[config.mk]
export PLATFORM = sky130hd
export DESIGN_NAME = irq_trap_unit
export DESIGN_NICKNAME = d
export VERILOG_FILES = /design/src/rtl/irq_trap_unit.sv
export SDC_FILE = /design/constraint.sdc
export NUM_CORES = 1
export LEC_CHECK = 0
export BUFFER_PORTS_ARGS = -buffer_cell sky130_fd_sc_hd__buf_2
export CAP_MARGIN = 10
export CORE_UTILIZATION = 47
export CTS_CLUSTER_SIZE = 25
export DETAILED_ROUTE_END_ITERATION = 16
export GPL_TIMING_DRIVEN = 0
export PLACE_DENSITY = 0.81
export SYNTH_ARGS = -nofsm -noshare
export SYNTH_HDL_FRONTEND = slang
export SYNTH_SLANG_ARGS = --single-unit
[constraint.sdc]
create_clock -name clk -period 4.9 [get_ports clk]
set_clock_uncertainty 0.05 [all_clocks]
set_input_delay 0.49 -clock clk [delete_from_list [all_inputs] [get_ports clk]]
set_output_delay 0.49 -clock clk [all_outputs]
set_load 0.005 [all_outputs]
[src/rtl/irq_trap_unit.sv]
module irq_trap_unit #(
  parameter int XLEN = 32
) (
  input  logic            clk,
  input  logic            rst_n,
  input  logic [1:0]      csr_op,
  input  logic [11:0]     csr_addr,
  input  logic [XLEN-1:0] csr_wdata,
  output logic [XLEN-1:0] csr_rdata,
  input  logic            irq_soft,
  input  logic            irq_timer,
  input  logic            irq_ext,
  input  logic [XLEN-1:0] pc_now,
  input  logic            instr_boundary,
  input  logic            mret,
  output logic            redirect_valid,
  output logic [XLEN-1:0] redirect_pc
);

  localparam logic [11:0] A_STATUS = 12'h300;
  localparam logic [11:0] A_IE     = 12'h304;
  localparam logic [11:0] A_TVEC   = 12'h305;
  localparam logic [11:0] A_EPC    = 12'h341;
  localparam logic [11:0] A_CAUSE  = 12'h342;
  localparam logic [11:0] A_PEND   = 12'h344;
  localparam int CODE_W = 4;
  localparam logic [CODE_W-1:0] C_SOFT  = 4'd3;
  localparam logic [CODE_W-1:0] C_TIMER = 4'd7;
  localparam logic [CODE_W-1:0] C_EXT   = 4'd11;
  localparam logic [1:0] OP_WR = 2'd1, OP_SET = 2'd2, OP_CLR = 2'd3;

  logic              gie, pie;
  logic              ie_soft, ie_timer, ie_ext;
  logic [XLEN-1:2]   tvec_base;
  logic              tvec_vec;
  logic [XLEN-1:2]   epc;
  logic              cause_intr;
  logic [CODE_W-1:0] cause_code;

  logic [XLEN-1:0] status_v, ie_v, pend_v, tvec_v, epc_v, cause_v, next_v;

  always_comb begin
    status_v = '0; status_v[3] = gie; status_v[7] = pie;
    ie_v = '0; ie_v[3] = ie_soft; ie_v[7] = ie_timer; ie_v[11] = ie_ext;
    pend_v = '0; pend_v[3] = irq_soft; pend_v[7] = irq_timer; pend_v[11] = irq_ext;
    cause_v = '0; cause_v[XLEN-1] = cause_intr; cause_v[CODE_W-1:0] = cause_code;
  end
  assign tvec_v = {tvec_base, 1'b0, tvec_vec};
  assign epc_v  = {epc, 2'b00};

  always_comb begin
    case (csr_addr)
      A_STATUS: csr_rdata = status_v;
      A_IE:     csr_rdata = ie_v;
      A_TVEC:   csr_rdata = tvec_v;
      A_EPC:    csr_rdata = epc_v;
      A_CAUSE:  csr_rdata = cause_v;
      A_PEND:   csr_rdata = pend_v;
      default:  csr_rdata = '0;
    endcase
    case (csr_op)
      OP_WR:   next_v = csr_wdata;
      OP_SET:  next_v = csr_rdata | csr_wdata;
      OP_CLR:  next_v = csr_rdata & ~csr_wdata;
      default: next_v = csr_rdata;
    endcase
  end

  logic hit_soft, hit_timer, hit_ext, take_trap;
  logic [CODE_W-1:0] trap_code;
  logic [XLEN-1:0]   trap_pc;

  assign hit_soft  = irq_soft  & ie_soft;
  assign hit_timer = irq_timer & ie_timer;
  assign hit_ext   = irq_ext   & ie_ext;
  assign take_trap = instr_boundary & gie & ~mret & (hit_soft | hit_timer | hit_ext);
  assign trap_code = hit_ext ? C_EXT : (hit_soft ? C_SOFT : C_TIMER);
  assign trap_pc   = tvec_vec ? ({tvec_base, 2'b00} + (XLEN'(trap_code) << 2))
                              : {tvec_base, 2'b00};

  assign redirect_valid = mret | take_trap;
  assign redirect_pc    = mret ? epc_v : trap_pc;

  always_ff @(posedge clk) begin
    if (!rst_n) begin
      gie <= 1'b0; pie <= 1'b0;
      ie_soft <= 1'b0; ie_timer <= 1'b0; ie_ext <= 1'b0;
      tvec_base <= '0; tvec_vec <= 1'b0;
      epc <= '0;
      cause_intr <= 1'b0; cause_code <= '0;
    end else begin
      if (csr_op != 2'd0) begin
        case (csr_addr)
          A_STATUS: begin gie <= next_v[3]; pie <= next_v[7]; end
          A_IE: begin
            ie_soft <= next_v[3]; ie_timer <= next_v[7]; ie_ext <= next_v[11];
          end
          A_TVEC: begin tvec_base <= next_v[XLEN-1:2]; tvec_vec <= next_v[0]; end
          A_EPC:  epc <= next_v[XLEN-1:2];
          default: ;
        endcase
      end
      if (take_trap) begin
        epc        <= pc_now[XLEN-1:2];
        cause_intr <= 1'b1;
        cause_code <= trap_code;
        pie        <= gie;
        gie        <= 1'b0;
      end else if (mret) begin
        gie <= pie;
        pie <= 1'b1;
      end
    end
  end

  AST_TRAP_SAVES_PC: assert property (@(posedge clk) disable iff (!rst_n)
    take_trap |=> epc_v == {$past(pc_now[XLEN-1:2]), 2'b00});
  AST_TRAP_MASKS: assert property (@(posedge clk) disable iff (!rst_n)
    take_trap |=> (!gie && pie));
  AST_TRAP_CAUSE: assert property (@(posedge clk) disable iff (!rst_n)
    take_trap |=> cause_v[XLEN-1]);
  AST_MRET_RESTORE: assert property (@(posedge clk) disable iff (!rst_n)
    (mret && csr_op == 2'd0) |=> (gie == $past(pie) && pie));
  AST_TARGET_ALIGNED: assert property (@(posedge clk) disable iff (!rst_n)
    redirect_valid |-> redirect_pc[1:0] == 2'b00);
  AST_CAUSE_RO: assert property (@(posedge clk) disable iff (!rst_n)
    !take_trap |=> $stable(cause_v));
  AST_NO_REDIRECT_MASKED: assert property (@(posedge clk) disable iff (!rst_n)
    (!mret && !status_v[3]) |-> !redirect_valid);

endmodule

==> qor.txt <==
Netlist cell types -> 57
Crit path required time -> 4.36 ns
Post-Syn Instances -> 715
Global-route wire length before repair -> 29.5 mm
Tightest Pin Transition -> 0.859 ns
Synth top area cells -> dfxtp_1 (27%), o21ai_0 (12%), a21oi_1 (6.3%)
H-tree levels -> 3
DRC violations left -> 0
Diodes inserted -> 0
Max_slew headroom -> 42.7%
Clock Path Buffers -> 2
Slew Viols, Final -> 0
Number of hold buffers added after CTS -> 0
Status -> finished clean
Die X -> 106 um
Core Util, Final -> 59.3%
CTS clock-pin slew for the worst setup and hold paths -> 0.09 ns
Critical path arrival -> 3.12 ns
Register area -> 0.00138 mm2
Crit path cell chain -> nand2_1 > inv_1 > a21oi_1 > ha_1 > nor2b_1 > o21a_1 > o2111ai_1 > or4b_1 > nand3_1 > buf_2
CTS tree -> yes
Port buffer count -> 143
CP max-delay cell -> or4b_1
Final Hold Vio Count -> 0
Total routed wirelength -> 19.0 mm
Reg2reg start -> gie
Ys async rst share -> 0%
Dpl hpwl -> 13.6 mm
Number of global-route vias before repair -> 5561
Top-area cell type share of the netlist area -> 27.3%
Setup Viol. Count Final -> 0
Post-synth EDFFs -> 0
Most frequent cells in the layout -> buf_2 (148), o21ai_0 (126), dfxtp_1 (69)
GP Congestion -> 0.992
Highest clock rate -> 273 MHz
Final Net Count -> 958
Drt pass-1 iters -> 6
CP bufs+invs -> 2
R2r setup slk -> 2.25 ns
Core box area -> 0.0104 mm2
Vias per std cell -> 6.14
Yosys warning count -> 0
P_leak -> 2.29 nW
Pin count of the biggest net entering global routing -> 13
Clock Latency Late Sink -> 0.35 ns
Fillers -> 1017
Worst-path maximum fanout -> 8
Area growth, synth to finish -> 21.3%
Maxcap violations -> 0
PD cells -> 200 mW/mm2
# Post-CTS Setup Buffers -> 0
GR Overflow Total -> 0
Initial antenna violation count -> 0
Seq cells post-synth -> 69
CTS Sinks -> 69
Ports -> 150
Starting Density -> 48.9%
Sequential area share after synthesis -> 27.3%
Mapped Area -> 0.00507 mm2
Routed WL per cell -> 18.8 um
Clock Tree Root -> clkbuf_8
Yosys top cell by area -> dfxtp_1
Crit path launch type -> flip-flop
Die Ht -> 106 um
CTS resizes -> 0
Element type at the critical path end -> primary output
CP top delay family -> simple AND/OR/NAND/NOR gates
Critical path depth -> 10
Max incr delay on CP -> 0.58 ns
Die area -> 0.0112 mm2
Worst hold path type -> in2reg
Crit share post-route -> 74.8%
Vias -> 6204
DR iter-0 viols -> 817
Commonest non-fill, non-tap cell in the layout -> buf_2
RSZ-0062 raised after global routing -> no
Final TNS setup -> 0 ns
Critical path class -> reg2out
Worst reg2reg endpoint -> epc[24]
Crit path time final -> 3.66 ns
Worst Reg-to-Reg Cells -> 6
Footprint of the multi-input gates -> 0.00340 mm2
Worst-case vdd ir drop -> 0.106 mV
FP Rows -> 37
Total track usage -> 33.9%
Syn_area_per_cell -> 7.09 um2
Proportion of layout cells with a drive suffix above 1 -> 20.3%
Top FF cell, synth -> dfxtp_1
Remaining antenna violation count -> 0
Crit path to -> redirect_pc[24]
Num CTS Buffers -> 9
Critical path startpoint -> ie_ext
==> worst min path at each step <==
stage / startpoint / to / depth (start not counted)
floorplan: cause_code[1] / cause_code[1] / 1
global placement: cause_code[1] / cause_code[1] / 1
detailed placement: cause_code[1] / cause_code[1] / 1
CTS: pc_now[19] / epc[19] / 3
global route: pc_now[19] / epc[19] / 3
finish: pc_now[17] / epc[17] / 3
==> final cells by class <==
class / instances / share of cell area [%]
Tap cell: 136 / 2.77
Clock inverter: 7 / 1.08
Inverter: 9 / 0.549
Sequential cell: 69 / 22.5
Clock buffer: 9 / 2.01
Buffer: 64 / 4.25
Timing Repair Buffer: 143 / 11.6
Multi-Input combinational cell: 574 / 55.2
==> logic make-up after synthesis <==
group | after synthesis | synth area share [%]
and+or+nand+nor | 247 | 26.2
AOI/OAI and AO/OA | 273 | 31.3
muxes | 5 | 0.987
DFF | 69 | 27.3
buffers and inverters | 73 | 5.83
xor gates and xnor gates | 44 | 7.60
adders and majority gates | 3 | 0.741
other | 1 | 0.0740
==> routing by layer <==
metal | up-vias | share of wire, % | track usage (%)
li1 | 2904 | - | -
met1 | 2823 | 41 | 45.6
met2 | 420 | 44 | 53.8
met3 | 57 | 12 | 5.38
met4 | 0 | 3.1 | 13.7
met5 | - | 0 | 0
==> power breakdown <==
group / switching (mW) / total, mW / internal [mW]
logic: 0.122 / 0.196 / 0.0739
clock network: 0.242 / 0.474 / 0.232
registers: 0.00108 / 0.562 / 0.561
==> cell usage after synthesis, types with 4 or more instances <==
cell type  count
and3_1         8
and2_1        34
or2_2          4
a22oi_1       31
and4_1         4
o211ai_1       5
nand3_1       61
clkbuf_1      48
inv_1          9
o21ai_0      126
buf_2          5
a21oi_1       64
o21a_1         4
mux2i_1        5
xor2_1        14
nand2_1       66
dfxtp_1       69
xnor2_1       30
nor3_1         8
a31oi_1       16
nor2_1        20
o2111ai_1     10
buf_1          8
nor2b_1       10
or3_1          8
==> metrics by stage <==
step                      hold WS (ns)  total power, mW  worst slack [ns]  std cells  area, um2
after global placement           0.399            0.764              1.43        995       5960
after detailed placement         0.405            0.766              1.39        995       5960
after global routing             0.302             1.27              1.12       1011       6150
after floorplan                  0.391            0.680              2.16        716       5070
after CTS                        0.301             1.22              1.30       1011       6150
final                            0.298             1.23              1.24       1011       6150
==> tightest hold or removal path: stages <==
cell and delay, ns:
buf_2 0.08, a22oi_1 0.05, o21ai_0 0.06
==> state kept, by name, summed over array words and instances (netlist names) <==
signal,flops
tvec_base,30
tvec_vec,1
ie_ext,1
cause_code,3
epc,30
pie,1
ie_soft,1
gie,1
ie_timer,1
No activity file was read; power rests on OpenSTA's default activity.
